`config.mk`:
```
export PLATFORM = sky130hd
export DESIGN_NAME = lpm_ctrl
export DESIGN_NICKNAME = d
export VERILOG_FILES = /design/src/rtl/lpm_pkg.sv /design/src/rtl/lpm_ctrl_dp.sv /design/src/rtl/lpm_ctrl_fsm.sv /design/src/rtl/lpm_ctrl.sv
export SDC_FILE = /design/constraint.sdc
export NUM_CORES = 1
export LEC_CHECK = 0
export ABC_AREA = 1
export BUFFER_PORTS_ARGS = -buffer_cell sky130_fd_sc_hd__buf_4
export CORE_MARGIN = 5
export CORE_UTILIZATION = 49
export DETAILED_ROUTE_END_ITERATION = 8
export GPL_ROUTABILITY_DRIVEN = 0
export HOLD_SLACK_MARGIN = 0.12
export PLACE_DENSITY = 0.79
export SLEW_MARGIN = 20
export SYNTH_ARGS = -nofsm -noshare
export SYNTH_HDL_FRONTEND = slang
export SYNTH_SLANG_ARGS = --single-unit
```
`constraint.sdc`:
```
create_clock -name clk -period 1.6 [get_ports clk]
set_input_delay 0.32 -clock clk [delete_from_list [all_inputs] [get_ports clk]]
set_output_delay 0.32 -clock clk [all_outputs]
set_load 0.05 [all_outputs]
```
`src/rtl/lpm_pkg.sv`:
```
package lpm_pkg;
  typedef enum logic [2:0] {
    ST_RUN, ST_HALT, ST_SRWAIT, ST_STBY, ST_WAKE
  } lpmState_t;

  localparam logic [1:0] MODE_RUN  = 2'b00;
  localparam logic [1:0] MODE_HALT = 2'b01;
  localparam logic [1:0] MODE_STBY = 2'b10;

  localparam logic [1:0] ADDR_CFG  = 2'd0;
  localparam logic [1:0] ADDR_STBY = 2'd1;
  localparam logic [1:0] ADDR_HALT = 2'd2;
  localparam logic [1:0] ADDR_CLK  = 2'd3;

  // strobes from control to datapath
  typedef struct packed {
    logic clrOff;
    logic cntOn;
  } dpCtl_t;

  // decoded events from datapath to control
  typedef struct packed {
    logic sleepEn;
    logic stbyRd;
    logic haltRd;
    logic clkWr;
    logic offDone;
  } dpStat_t;
endpackage

```
`src/rtl/lpm_ctrl_dp.sv`:
```
module lpm_ctrl_dp
  import lpm_pkg::*;
#(
  parameter int DATA_W    = 8,
  parameter int OFF_TICKS = 2
) (
  input  logic              clk,
  input  logic              rstN,
  input  logic              busSel,
  input  logic              busWr,
  input  logic [1:0]        busAddr,
  input  logic [DATA_W-1:0] busWdata,
  output logic [DATA_W-1:0] busRdata,
  input  logic              tick32k,
  input  dpCtl_t            ctl,
  output dpStat_t           stat
);
  localparam int CNT_W = $clog2(OFF_TICKS + 1);

  logic [DATA_W-1:0] cfgReg;
  logic [DATA_W-1:0] clkReg;
  logic              divPhase;
  logic [CNT_W-1:0]  offCnt;
  logic              tick16;
  logic              offDone;
  logic              wrAcc;
  logic              rdAcc;

  assign wrAcc  = busSel && busWr;
  assign rdAcc  = busSel && !busWr;
  assign tick16 = tick32k && divPhase;
  assign offDone = (offCnt >= CNT_W'(OFF_TICKS));

  always_ff @(posedge clk or negedge rstN) begin
    if (!rstN) begin
      cfgReg <= '0;
      clkReg <= '0;
    end else if (wrAcc) begin
      if (busAddr == ADDR_CFG) cfgReg <= busWdata;
      if (busAddr == ADDR_CLK) clkReg <= busWdata;
    end
  end

  // halve the 32.768 kHz strobe
  always_ff @(posedge clk or negedge rstN) begin
    if (!rstN)        divPhase <= 1'b0;
    else if (tick32k) divPhase <= !divPhase;
  end

  // minimum off-time counter
  always_ff @(posedge clk or negedge rstN) begin
    if (!rstN)                               offCnt <= '0;
    else if (ctl.clrOff)                     offCnt <= '0;
    else if (ctl.cntOn && tick16 && !offDone) offCnt <= offCnt + 1'b1;
  end

  always_comb begin
    case (busAddr)
      ADDR_CFG: busRdata = cfgReg;
      ADDR_CLK: busRdata = clkReg;
      default:  busRdata = '0;
    endcase
  end

  assign stat.sleepEn = cfgReg[0];
  assign stat.stbyRd  = rdAcc && (busAddr == ADDR_STBY);
  assign stat.haltRd  = rdAcc && (busAddr == ADDR_HALT);
  assign stat.clkWr   = wrAcc && (busAddr == ADDR_CLK);
  assign stat.offDone = offDone;
endmodule

```
`src/rtl/lpm_ctrl_fsm.sv`:
```
module lpm_ctrl_fsm
  import lpm_pkg::*;
#(
  parameter int IRQ_N = 8
) (
  input  logic             clk,
  input  logic             rstN,
  input  dpStat_t          stat,
  input  logic [IRQ_N-1:0] irqReq,
  input  logic [IRQ_N-1:0] irqEn,
  input  logic             pllLocked,
  input  logic             pllBypass,
  input  logic             refreshEn,
  input  logic             srAck,
  output dpCtl_t           ctl,
  output logic             cpuClkEn,
  output logic             sysClkEn,
  output logic             srReq,
  output logic [1:0]       modeStat
);
  lpmState_t state, nextState;
  logic fromClk, fromClkNext;
  logic srUsed, srUsedNext;
  logic irqAny, goSleep, wakeUp;

  assign irqAny  = |(irqReq & irqEn);
  assign goSleep = (stat.stbyRd && stat.sleepEn) || stat.clkWr;
  assign wakeUp  = irqAny ||
                   (fromClk && (pllBypass ? stat.offDone : pllLocked));

  always_comb begin
    nextState   = state;
    fromClkNext = fromClk;
    srUsedNext  = srUsed;
    unique case (state)
      ST_RUN: begin
        if (goSleep) begin
          nextState   = refreshEn ? ST_SRWAIT : ST_STBY;
          fromClkNext = stat.clkWr;
          srUsedNext  = refreshEn;
        end else if (stat.haltRd && stat.sleepEn) begin
          nextState = ST_HALT;
        end
      end
      ST_HALT:   if (irqAny) nextState = ST_RUN;
      ST_SRWAIT: if (srAck)  nextState = ST_STBY;
      ST_STBY:   if (wakeUp) nextState = srUsed ? ST_WAKE : ST_RUN;
      ST_WAKE:   nextState = ST_RUN;
      default:   nextState = ST_RUN;
    endcase
  end

  always_ff @(posedge clk or negedge rstN) begin
    if (!rstN) begin
      state   <= ST_RUN;
      fromClk <= 1'b0;
      srUsed  <= 1'b0;
    end else begin
      state   <= nextState;
      fromClk <= fromClkNext;
      srUsed  <= srUsedNext;
    end
  end

  assign ctl.clrOff = (nextState == ST_STBY) && (state != ST_STBY);
  assign ctl.cntOn  = (state == ST_STBY);

  always_comb begin
    cpuClkEn = 1'b1;
    sysClkEn = 1'b1;
    modeStat = MODE_RUN;
    case (state)
      ST_HALT: begin
        cpuClkEn = 1'b0;
        modeStat = MODE_HALT;
      end
      ST_STBY: begin
        cpuClkEn = 1'b0;
        sysClkEn = 1'b0;
        modeStat = MODE_STBY;
      end
      ST_SRWAIT, ST_WAKE: modeStat = MODE_STBY;
      default: ;
    endcase
  end

  assign srReq = srUsed &&
                 (state == ST_SRWAIT || state == ST_STBY || state == ST_WAKE);
endmodule

```
`src/rtl/lpm_ctrl.sv`:
```
module lpm_ctrl
  import lpm_pkg::*;
#(
  parameter int DATA_W    = 8,
  parameter int IRQ_N     = 8,
  parameter int OFF_TICKS = 2
) (
  input  logic              clk,
  input  logic              rstN,
  input  logic              busSel,
  input  logic              busWr,
  input  logic [1:0]        busAddr,
  input  logic [DATA_W-1:0] busWdata,
  output logic [DATA_W-1:0] busRdata,
  input  logic [IRQ_N-1:0]  irqReq,
  input  logic [IRQ_N-1:0]  irqEn,
  input  logic              pllLocked,
  input  logic              pllBypass,
  input  logic              tick32k,
  input  logic              refreshEn,
  input  logic              srAck,
  output logic              cpuClkEn,
  output logic              sysClkEn,
  output logic              srReq,
  output logic [1:0]        modeStat
);
  dpCtl_t  ctl;
  dpStat_t stat;

  lpm_ctrl_dp #(.DATA_W(DATA_W), .OFF_TICKS(OFF_TICKS)) dp_i (
    .clk(clk), .rstN(rstN), .busSel(busSel), .busWr(busWr),
    .busAddr(busAddr), .busWdata(busWdata), .busRdata(busRdata),
    .tick32k(tick32k), .ctl(ctl), .stat(stat)
  );

  lpm_ctrl_fsm #(.IRQ_N(IRQ_N)) fsm_i (
    .clk(clk), .rstN(rstN), .stat(stat), .irqReq(irqReq), .irqEn(irqEn),
    .pllLocked(pllLocked), .pllBypass(pllBypass), .refreshEn(refreshEn),
    .srAck(srAck), .ctl(ctl), .cpuClkEn(cpuClkEn), .sysClkEn(sysClkEn),
    .srReq(srReq), .modeStat(modeStat)
  );
endmodule

```
# Yosys cells after proc, flatten, opt, wreduce, memory -nomap -nowiden
# Index checks and enable logic that the tools add are counted.
# totals
ff_bits,24
wordCells,63
out_inout_bits,13
in_bits,35
# classes
eq_ne,9
bitwise,1
muxes,15
n_reduce_logical,29
n_lt_le_gt_ge,1
addsub,1
# ops
operator,n
two-way mux 3 bit,6
case mux 8 bit (2 select lines),1
logical AND 1 bit,13
case mux 3 bit (4 select lines),1
equality test 3 x 2 -> 1 bit (second input constant),3
AND 8 bit,1
OR reduction 8 bit,1
AND reduction 2 bit,3
equality test 2 bit (second input constant),2
logical OR 1 bit,4
two-way mux 1 bit,4
two-way mux 2 bit,2
case mux 2 bit (2 select lines),1
equality test 3 x 1 -> 1 bit (second input constant),1
equality test 3 bit (second input constant),1
zero test 1 bit,3
zero test 3 bit,1
inequality test 3 x 2 -> 1 bit (second input constant),1
OR reduction 3 bit,1
adder 2 x 1 -> 2 bit (second input constant),1
equality test 2 x 1 -> 1 bit (second input constant),1
greater-or-equal comparator 2 bit (second input constant),1
zero test 2 bit,1
nonzero test 2 bit,1
OR reduction 2 bit,1

# Logic depth before layout (Yosys ltp)
# Gate-level depths: netlist of the first run.
# logic_depth
ltp_word,10
mapped_depth,9

# Modules after synthesis
# Synthesis of the first run repeated with hierarchy kept, for this count alone.
# hier_totals
cells_unflattened,184
hier_area_um2,1450.1
# by_module_without_submodules
mod,n_inst,cells_per_inst,area_each_um2
lpm_ctrl_dp,1,120,1072.3
lpm_ctrl_fsm,1,64,377.9

# Least setup slack after synthesis of the first run
# OpenSTA, ideal clock, no wires.
# synth_path
path_type,reg2out
start,register fsm_i.state[2]
end,output port srReq
slack_ns,-0.762
path_stages_with_launch,6
arrival_ns,2.042
cell_sequence,dfrtp_1 -> inv_1 -> nand2_2 -> nor2_4 -> inv_1 -> a31oi_1
# synth_via
elab_chain_len,4
elab_cells_between_ends,6
classes_between,eq/ne (3); reduce/logical (3)
# synth_lines
item,line,text
start: declaration,lpm_ctrl_fsm.sv:21,"lpmState_t state, nextState;"
start signal: assignment,lpm_ctrl_fsm.sv:59,state <= nextState;
equality test 3 x 2 -> 1 bit,lpm_ctrl_fsm.sv:88,(state == ST_SRWAIT || state == ST_STBY || state == ST_WAKE);
logical OR 1 bit,lpm_ctrl_fsm.sv:88,
logical OR 1 bit *,lpm_ctrl_fsm.sv:88,
logical AND 1 bit *,lpm_ctrl_fsm.sv:87,assign srReq = srUsed &&
end: declaration,lpm_ctrl.sv:24,"output logic srReq,"
# Every way passes the cells marked *; elsewhere a longest branch is shown, timed or not.

# Worst setup path after layout of the first run
# Same ends and word-level chain as after synthesis.

==> results of run 1 <==
cells by family after synthesis:
kind of cell | Yosys count
adders and majority gates | 5
DFF | 24
xor gates and xnor gates | 2
AOI/OAI and AO/OA | 31
buffers and inverters | 28
and+or+nand+nor | 80
worst max-delay path by stage:
stage | startpoint | to | cells past startpoint
after global routing | fsm_i.state[2] | srReq | 6
final | fsm_i.state[2] | srReq | 6
after CTS | fsm_i.state[0] | srReq | 3
after global placement | busAddr[0] | busRdata[4] | 5
after floorplan | busAddr[0] | busRdata[0] | 4
after detailed placement | busAddr[0] | busRdata[4] | 5
critical path: cells and delay by family, from the launching register on:
kind / cells / cell delay (ns)
buffers and inverters: 3 / 0.31
AOI/OAI and AO/OA: 1 / 0.15
and+or+nand+nor: 2 / 0.17
DFF: 1 / 0.47
area by class of cell:
cell class,count,area (um2),share of cell area (%)
timing repair buffer,59,502,25.7
multi-input combinational,118,672,34.4
inverter,23,86.3,4.42
tap,30,37.5,1.92
clock buffer,3,22.5,1.15
clock inverter,1,30.0,1.54
sequential,24,603,30.9
registers in the layout, indices dropped and copies added, names as in the netlist:
signal,count
fsm_i.srUsed,1
fsm_i.state,3
dp_i.cfgReg,8
dp_i.clkReg,8
dp_i.offCnt,2
dp_i.divPhase,1
fsm_i.fromClk,1
layout by cell type, fill, tap and decap left out, types with 2 or more instances in the layout:
cell	n
nand4_1	2
nand3_1	6
nor2_4	2
buf_6	9
dfrtp_2	2
xor2_1	2
nand2_1	54
ha_1	4
dfrtp_1	22
a21oi_2	4
buf_4	46
a21oi_1	7
inv_1	17
o21ai_0	17
nand3_2	2
inv_2	6
clkbuf_4	3
nor2_1	7
buf_12	2
stage by stage:
step | cell area, um2 | cells
2_1_floorplan | 1350 | 170
3_3_place_gp | 1760 | 248
3_5_place_dp | 1760 | 248
4_1_cts | 1860 | 254
5_1_grt | 1950 | 258
6_report | 1950 | 258
power by group through the flow:
stage                     Sequential (mW)  Combinational, mW  Clock, mW
after global placement              0.851              0.840          0
final                               0.862               1.02      0.431
after global routing                0.881               1.11      0.472
after detailed placement            0.858              0.866          0
after CTS                           0.850              0.923      0.437
after floorplan                     0.843              0.586          0
synth_stat cells:
master,n,area [um2]
a21oi_1,11,55.1
nand2_2,2,12.5
clkbuf_1,2,7.51
xor2_1,2,17.5
nand4_1,2,12.5
nand4_2,1,12.5
nor2_1,7,26.3
buf_4,1,7.51
dfrtp_1,24,601
nor3_1,2,10.0
nand3_2,2,20.0
buf_6,1,11.3
nand2_1,54,203
inv_1,23,86.3
ha_1,5,62.6
nand3_4,1,17.5
o21ai_0,18,90.1
nor2_4,1,11.3
nand3b_1,1,7.51
nand3_1,6,30.0
a31oi_1,1,6.26
buf_2,1,5.00
o21bai_1,1,7.51
nor2_2,1,6.26
routing by layer:
layer  GRT usage, %  wire (um)  vias to the layer above  part of all wire (%)
li1               -          -                      656                     -
met1           20.7       1370                      621                    43
met2           30.5       1570                       37                    49
met3           2.89        246                        4                   7.6
met4           5.45         33                        0                   1.0
met5              0          0                        -                     0
what timing repair did:
item,in CTS,in global routing
hold endpoints to repair,24,0
gates cloned,0,1
hold buffers,1,0
gates resized for setup,9,17
endpoints found under the setup margin,5,13
pin swaps,1,4
setup buffers,1,3
==> results_dict.tcl, run 1 <==
set metrics [dict create \
    clk_pin_slew_ns 0.12 \
    period_share_pct 108 \
    synthAdderAreaFrac_pct 4.72 \
    status "complete, but fails checks" \
    globalRouteOverflowTotal 0 \
    cp_cell_sequence "inv_2 -> nand2_4 -> nor2_4 -> inv_2 -> a31oi_4 -> buf_6" \
    row_count 18 \
    endpoint_kind "output port" \
    vdd_drop_max_mv 1.01 \
    drt_wl_total_um 3230 \
    slew-limit-headroom_pct 78.4 \
    core_um2 2520 \
    port_buffers 47 \
    start_util_pct 52.6 \
    slowest_delay_ns 0.47 \
    pwr-share-seq_pct 37.3 \
    synth_top_family_by_area "simple AND/OR/NAND/NOR gates" \
    cts_buffers 3 \
    r2r_slack_ns 0.20 \
    rsz0062_at_grt "yes" \
    antennaDiodeCount 0 \
    syn_nets 210 \
    r2r-start "dp_i.offCnt[0]" \
    muxShareOfSynthArea_pct 0 \
    min_period_ns 1.74 \
    worstPathArrival_ns 1.42 \
    yosysSeqAreaShare_pct 45.3 \
    area_growth_pct 47.3 \
    top_level_ports 48 \
    clockBufferDepth 2 \
    die_y_um 62.0 \
    synth-simple-area-share_pct 27.8 \
    total_power_mw 2.31 \
    die_x_um 62.0 \
    fin_util_pct 77.4 \
    viasPerCell 5.11 \
    drc 0 \
    setup_tns_ns -0.322 \
    switching_share_pct 37.8 \
    ys_seq_elements 24 \
    violations "negative setup slack" \
    hold_depth 2 \
    cts_sinks 24 \
    synth_cell_types 24 \
    maxSlewViolCount 0 \
    postSynthCellCount 170 \
    worstSetupPathType "reg -> out" \
    die_area_um2 3850 \
    wl_per_cell_um 12.5 \
    hold_violations 0 \
    skew_ns 0.00721 \
    max_cap_viol_count 0 \
    first_global_vias 1235 \
    reg2regPathDepth 8 \
    track_usage_pct 17.0 \
    worstSkewPairLatency_ns 0.31 \
    pre_cts_slack_ns 0.00131 \
    p_switching_mw 0.874 \
    worstHoldEndpoint "dp_i.divPhase" \
    antenna_found_initial 0 \
    dr.pass1.iters 4 \
    grt_start_max_net_pins 25 \
    slowest_stage "dfrtp_2" \
    syn-cell-area_um2 1330 \
    worstHoldStart "tick32k" \
    hold_path.class "in -> reg" \
    finalSetupViolCount 4 \
    first_iter_violations 38 \
    power_density_nw_per_um2 1180 \
    crit_top_cell "inv_2" \
    internal_power_mw 1.44 \
    nNetsFinal 269 \
    pwr-share-comb_pct 44.1 \
    fillers 181 \
    drtAntennaViolNets 0 \
    hold_ws_ns 0.197 \
    tightest_slew_ns 0.322 \
    htree_num_levels 1 \
    clock-root-buffer "clkbuf_4" \
    pwr-share-clk_pct 18.6 \
    p_leak_nw 1.00 \
    fmax_ghz 0.576 \
    final_layout_size_suffix_gt1_share_pct 37.3 \
    finalWorstSetupSlack_ns -0.135 \
    crit_fanout 5 \
    cts_tree "yes" \
    synthXorXnorAreaFrac_pct 1.32 \
    synth_compound_area_share_pct 12.0 \
    synth_warnings 0 \
    cp-start-kind "flop" \
    syn_area_per_cell_um2 7.80 \
    grt_pass1_wl_um 4950 \
    required_ns 1.28 \
    r2r-end "dp_i.offCnt[0]" \
    dpl.hpwl_um 2430 \
    vias 1318 \
]
No activity file was read; power rests on OpenSTA's default activity.
==> run 2, diff against run 1 <==
--- a/config.mk
+++ b/config.mk
@@ -12,7 +12,9 @@
 export DETAILED_ROUTE_END_ITERATION = 8
 export GPL_ROUTABILITY_DRIVEN = 0
 export HOLD_SLACK_MARGIN = 0.12
+export MAX_ROUTING_LAYER = met4
 export PLACE_DENSITY = 0.79
+export REMOVE_ABC_BUFFERS = 1
 export SLEW_MARGIN = 20
 export SYNTH_ARGS = -nofsm -noshare
 export SYNTH_HDL_FRONTEND = slang
==> results_dict.tcl, run 2 (synthesized netlist as in run 1, its figures left out) <==
set metrics [dict create \
    globalRouteOverflowTotal 0 \
    drc 0 \
    maxSlewViolCount 0 \
    first_iter_violations 89 \
    clk_pin_slew_ns 0.14 \
    clockBufferDepth 2 \
    finalSetupViolCount 3 \
    drtAntennaViolNets 0 \
    crit_buf_inv 3 \
    fmax_ghz 0.565 \
    cp_cell_sequence "inv_2 -> nand2_2 -> nor2_4 -> inv_2 -> a31oi_1 -> buf_4" \
    final_cells 262 \
    grt_pass1_wl_um 5430 \
    cts_sinks 24 \
    antenna_found_initial 0 \
    clock-root-buffer "clkbuf_4" \
    wl_per_cell_um 13.8 \
    rsz0062_at_grt "yes" \
    hold_ws_ns 0.183 \
    die_x_um 62.0 \
    grt_start_max_net_pins 25 \
    endpoint_kind "output port" \
    die_y_um 62.0 \
    worstSetupPathType "reg -> out" \
    start_util_pct 52.6 \
    status "complete, but fails checks" \
    vdd_drop_max_mv 1.28 \
    cts_tree "yes" \
    die_area_um2 3850 \
    layout_common_cells "55 x buf_4, 54 x nand2_1, 23 x dfrtp_1" \
    area_growth_pct 45.3 \
    slowest_delay_ns 0.46 \
    crit_path_end "srReq" \
    cp-startpoint "fsm_i.state[2]" \
    dr.pass1.iters 4 \
    crit_top_cell "inv_2" \
    row_count 18 \
    slew-limit-headroom_pct 78.5 \
    cp-start-kind "flop" \
    track_usage_pct 19.3 \
    cp.depth 6 \
    viasPerCell 5.07 \
    pre_cts_slack_ns -0.0379 \
    hold_violations 0 \
    min_period_ns 1.77 \
    r2r_slack_ns 0.15 \
    drt_wl_total_um 3620 \
    r2r-start "fsm_i.state[2]" \
    tightest_slew_ns 0.321 \
    final_common_cell "buf_4" \
    period_share_pct 111 \
    p_leak_nw 1.01 \
    worstPathArrival_ns 1.45 \
    top_level_ports 48 \
    crit_family "flip-flops" \
    required_ns 1.28 \
    r2r-end "dp_i.offCnt[0]" \
    hold_path.class "in -> reg" \
    port_buffers 47 \
    crit_fanout 4 \
    power_density_nw_per_um2 1190 \
    max_cap_viol_count 0 \
    core_um2 2520 \
    htree_num_levels 1 \
    antennaDiodeCount 0 \
    reg2regPathDepth 5 \
    finalWorstSetupSlack_ns -0.171 \
    fin_util_pct 76.4 \
    slowest_stage "dfrtp_2" \
    skew_ns 0.00338 \
    first_global_vias 1282 \
    violations "negative setup slack" \
    reg_top3 "dp_i.cfgReg: 8 flops, dp_i.clkReg: 8 flops, fsm_i.state: 3 flops" \
    vias 1329 \
    cts_buffers 3 \
    dp_cells 247 \
    nNetsFinal 273 \
    final_layout_size_suffix_gt1_share_pct 37.5 \
    worstSkewPairLatency_ns 0.31 \
    dpl.hpwl_um 2510 \
]
run 2: cell count changes in the layout (fill, tap and decap cells not counted), moves of 2 or more:
cell,previous run,this run
a21oi_1,7,5
a21oi_2,4,6
buf_12,2,0
buf_4,46,55
buf_6,9,6
inv_1,17,19
inv_2,6,4
run 2: worst min-delay path by stage:
stage                  from             end  slack, ns  cells after the start
global route        tick32k   dp_i.divPhase       0.17                      2
floorplan              rstN  dp_i.cfgReg[0]       0.02                      0
finish              tick32k   dp_i.divPhase       0.18                      2
global placement       rstN  dp_i.cfgReg[7]       0.23                      1
CTS                 tick32k   dp_i.divPhase       0.18                      2
detailed placement     rstN  dp_i.cfgReg[7]       0.23                      1
run 2: worst register-to-register path: cells and delay by family (launching register included):
| kind | cells | cell delay (ns) |
|---|---|---|
| compound gates | 1 | 0.08 |
| buf+inv | 1 | 0.14 |
| flops | 1 | 0.46 |
| simple gates | 3 | 0.67 |
run 2: routing by layer:
layer	track usage (%)	part of all wire [%]
met5	-	0
met2	35.7	52
met1	21.5	39
met4	4.55	1.2
met3	3.10	8.0
run 2: final cells by class:
type | count | area, um2
multi-input combinational | 118 | 643
sequential | 24 | 602
fill | 185 | 596
timing repair buffer | 63 | 505
inverter | 23 | 86.3
tap | 30 | 37.5
clock inverter | 1 | 30.0
clock buffer | 3 | 22.5
run 2: where the power goes:
part | internal [mW] | switching, mW | leakage (nW)
combinational | 0.404 | 0.588 | 0.678
clock | 0.253 | 0.188 | 0.0279
sequential | 0.752 | 0.102 | 0.303
total | 1.41 | 0.877 | 1.01
run 2: stage by stage:
step                instance area, um2  power, mW  TNS, ns
floorplan                         1290       1.39    -2.99
global placement                  1720       1.63        0
detailed placement                1720       1.67  -0.0497
CTS                               1860       2.21   -0.223
global route                      1930       2.41   -0.618
finish                            1930       2.29   -0.284
run 2: timing repair:
| action | 4_1_cts | 5_1_grt |
|---|---|---|
| cloned | 0 | 1 |
| hold buffers | 1 | 0 |
| hold endpoints to repair | 24 | 0 |
| buffers inserted | 6 | 3 |
| pin swaps | 3 | 6 |
| endpoints found under the setup margin | 7 | 14 |
| resized for setup | 8 | 15 |
==> run 3, diff against run 2 <==
--- a/config.mk
+++ b/config.mk
@@ -8,14 +8,15 @@
 export ABC_AREA = 1
 export BUFFER_PORTS_ARGS = -buffer_cell sky130_fd_sc_hd__buf_4
 export CORE_MARGIN = 5
-export CORE_UTILIZATION = 49
+export CORE_UTILIZATION = 40
 export DETAILED_ROUTE_END_ITERATION = 8
 export GPL_ROUTABILITY_DRIVEN = 0
 export HOLD_SLACK_MARGIN = 0.12
 export MAX_ROUTING_LAYER = met4
-export PLACE_DENSITY = 0.79
+export PLACE_DENSITY = 0.66
 export REMOVE_ABC_BUFFERS = 1
 export SLEW_MARGIN = 20
 export SYNTH_ARGS = -nofsm -noshare
 export SYNTH_HDL_FRONTEND = slang
+export SYNTH_HIERARCHICAL = 1
 export SYNTH_SLANG_ARGS = --single-unit
==> results_dict.tcl, run 3 <==
set metrics [dict create \
    required_ns 1.28 \
    clock-root-buffer "clkbuf_4" \
    syn_area_per_cell_um2 7.88 \
    switching_share_pct 38.3 \
    reg_top3 "dp_i/cfgReg: 8 flops, dp_i/clkReg: 8 flops, fsm_i/state: 3 flops" \
    max_cap_viol_count 0 \
    worstPathArrival_ns 1.26 \
    status "finished, final reports clean" \
    fmax_ghz 0.634 \
    worstSetupPathType "reg -> out" \
    globalRouteOverflowTotal 0 \
    syn-cell-area_um2 1450 \
    synth_compound_area_share_pct 14.5 \
    drc 0 \
    total_power_mw 2.49 \
    hold_ws_ns 0.164 \
    final_cells 297 \
    p_switching_mw 0.952 \
    cts_tree "yes" \
    pwr-share-comb_pct 47.6 \
    reg2regPathDepth 13 \
    cp.depth 4 \
    muxShareOfSynthArea_pct 0 \
    tightest_slew_ns 0.308 \
    core_um2 3420 \
    synth_cell_types 23 \
    antenna_found_initial 0 \
    vdd_drop_max_mv 0.435 \
    async_flop_share_pct 100 \
    htree_num_levels 1 \
    fillers 308 \
    maxSlewViolCount 0 \
    cts_buffers 3 \
    viasPerCell 4.63 \
    drtAntennaViolNets 0 \
    clockBufferDepth 2 \
    drt_wl_total_um 3550 \
    dpl_cell_area_um2 1900 \
    ys_seq_elements 24 \
    top_level_ports 48 \
    cts_sinks 24 \
    synthXorXnorAreaFrac_pct 0.604 \
    pwr-share-seq_pct 34.7 \
    slowest_stage "dfrtp_1" \
    clk_pin_slew_ns 0.14 \
    synth_commonest_cells "58 x nand2_1, 28 x inv_1, 24 x dfrtp_1" \
    synth_top_family_by_area "simple AND/OR/NAND/NOR gates" \
    wl_per_cell_um 11.9 \
    synth_top_area_share_pct 41.4 \
    slew-limit-headroom_pct 79.5 \
    yosys-top-cells-area "dfrtp_1 41%, nand2_1 15%, o21ai_2 9.7%" \
    dpl.hpwl_um 2450 \
    yosysSeqAreaShare_pct 41.4 \
    die_x_um 70.2 \
    dp_cells 281 \
    synthAdderAreaFrac_pct 5.18 \
    first_global_vias 1341 \
    vias 1375 \
    crit_buf_inv 1 \
    fin_area_um2 2160 \
    min_period_ns 1.58 \
    grt_start_max_net_pins 25 \
    rsz0062_at_grt "yes" \
    synth_warnings 6 \
    crit_family "flip-flops" \
    synth.largest_area_cell "dfrtp_1" \
    pwr-share-clk_pct 17.8 \
    grt_pass1_wl_um 5800 \
    die_y_um 70.2 \
    final_common_cell "buf_4" \
    synth-edff-count 0 \
    cp_cell_sequence "nor2_1 -> nand2_1 -> a21oi_1 -> buf_4" \
    hold_violations 0 \
    postSynthCellCount 184 \
    finalSetupViolCount 0 \
    final_layout_size_suffix_gt1_share_pct 46.6 \
    power_density_nw_per_um2 1150 \
    area_growth_pct 49.1 \
    synthFlopType "dfrtp_1" \
    hold_path.class "in -> reg" \
    endpoint_kind "output port" \
    track_usage_pct 14.8 \
    worstSkewPairLatency_ns 0.32 \
    layout_common_cells "62 x buf_4, 57 x nand2_1, 24 x inv_1, 24 x dfrtp_1, 16 x o21ai_2" \
    internal_power_mw 1.54 \
    cp-start-kind "flop" \
    synth-simple-area-share_pct 27.3 \
    skew_ns 0.0129 \
    dr.pass1.iters 4 \
    port_buffers 47 \
    row_count 21 \
    setup_tns_ns 0 \
    period_share_pct 98.6 \
    die_area_um2 4930 \
    hold_depth 2 \
    p_leak_nw 1.13 \
    nNetsFinal 293 \
    first_iter_violations 33 \
    crit_fanout 3 \
    antennaDiodeCount 0 \
    yosysMostFrequentCell "nand2_1" \
    slowest_delay_ns 0.43 \
    start_util_pct 42.5 \
]
## run 3: timing repair
item	in CTS	in global routing
setup endpoints to repair	11	13
hold buffers	1	0
resized for setup	5	25
endpoints found under the hold margin	24	0
pin swaps	7	12
buffers inserted	8	3
## run 3: path summary, 6_finish.rpt
kind	startpoint	to	slack [ns]
max	fsm_i/state[1]	srReq	0.02
min	tick32k	dp_i/divPhase	0.16
max reg2reg	dp_i/offCnt[1]	dp_i/offCnt[1]	0.03
min reg2reg	dp_i/divPhase	dp_i/divPhase	0.48
max in group asynchronous	rstN	fsm_i/state[0]	0.94
min in group asynchronous	rstN	dp_i/clkReg[1]	0.41
## run 3: per-layer routing
metal  wire length [um]  part of all wire, %  track usage [%]  vias to the layer above
met3                280                  7.9             4.30                        4
met1               1560                   44             17.9                      617
li1                   -                    -                -                      707
met2               1680                   47             23.5                       47
met4                 27                 0.76             5.11                        0
met5                  0                    0                -                        -
## run 3: layout make-up
type	instances	area, um2	share of cell area [%]
multi-input combinational	124	779	36.1
sequential	24	601	27.8
tap	46	57.6	2.66
clock buffer	3	22.5	1.04
clock inverter	1	30.0	1.39
timing repair buffer	70	563	26.0
inverter	29	109	5.03
## run 3: through the flow
stage / utilization [%] / setup slack [ns]
after floorplan: - / -0.638
after global placement: 55.8 / -0.0624
after detailed placement: 55.8 / -0.114
after CTS: 59.7 / 0.00396
after global routing: 63.3 / -0.0798
final: 63.3 / 0.0223
## run 3: logic make-up after synthesis
family	after synthesis
AO/OA/AOI/OAI	29
XOR/XNOR	1
adder cells (fa/ha/maj)	6
buffers and inverters	36
flip-flops	24
AND/OR/NAND/NOR	88
## run 3: worst register-to-register path: stages, from the launching register on
cell and delay, ns:
dfrtp_1 0.44, ha_4 0.18, nor2_4 0.11, inv_1 0.05
inv_1 0.04, nand2_1 0.05, nand3_2 0.06, nand3_2 0.08
nor2_1 0.10, nor2_1 0.06, nor2_1 0.11, inv_2 0.07
nand4_1 0.09, nand2_1 0.05
## run 3: power by group through the flow
stage	registers, mW	logic (mW)	clock network (mW)
5_1_grt	0.883	1.29	0.486
6_report	0.862	1.18	0.442
3_3_place_gp	0.871	0.887	0
2_1_floorplan	0.851	0.603	0
4_1_cts	0.855	1.04	0.454
3_5_place_dp	0.873	0.898	0
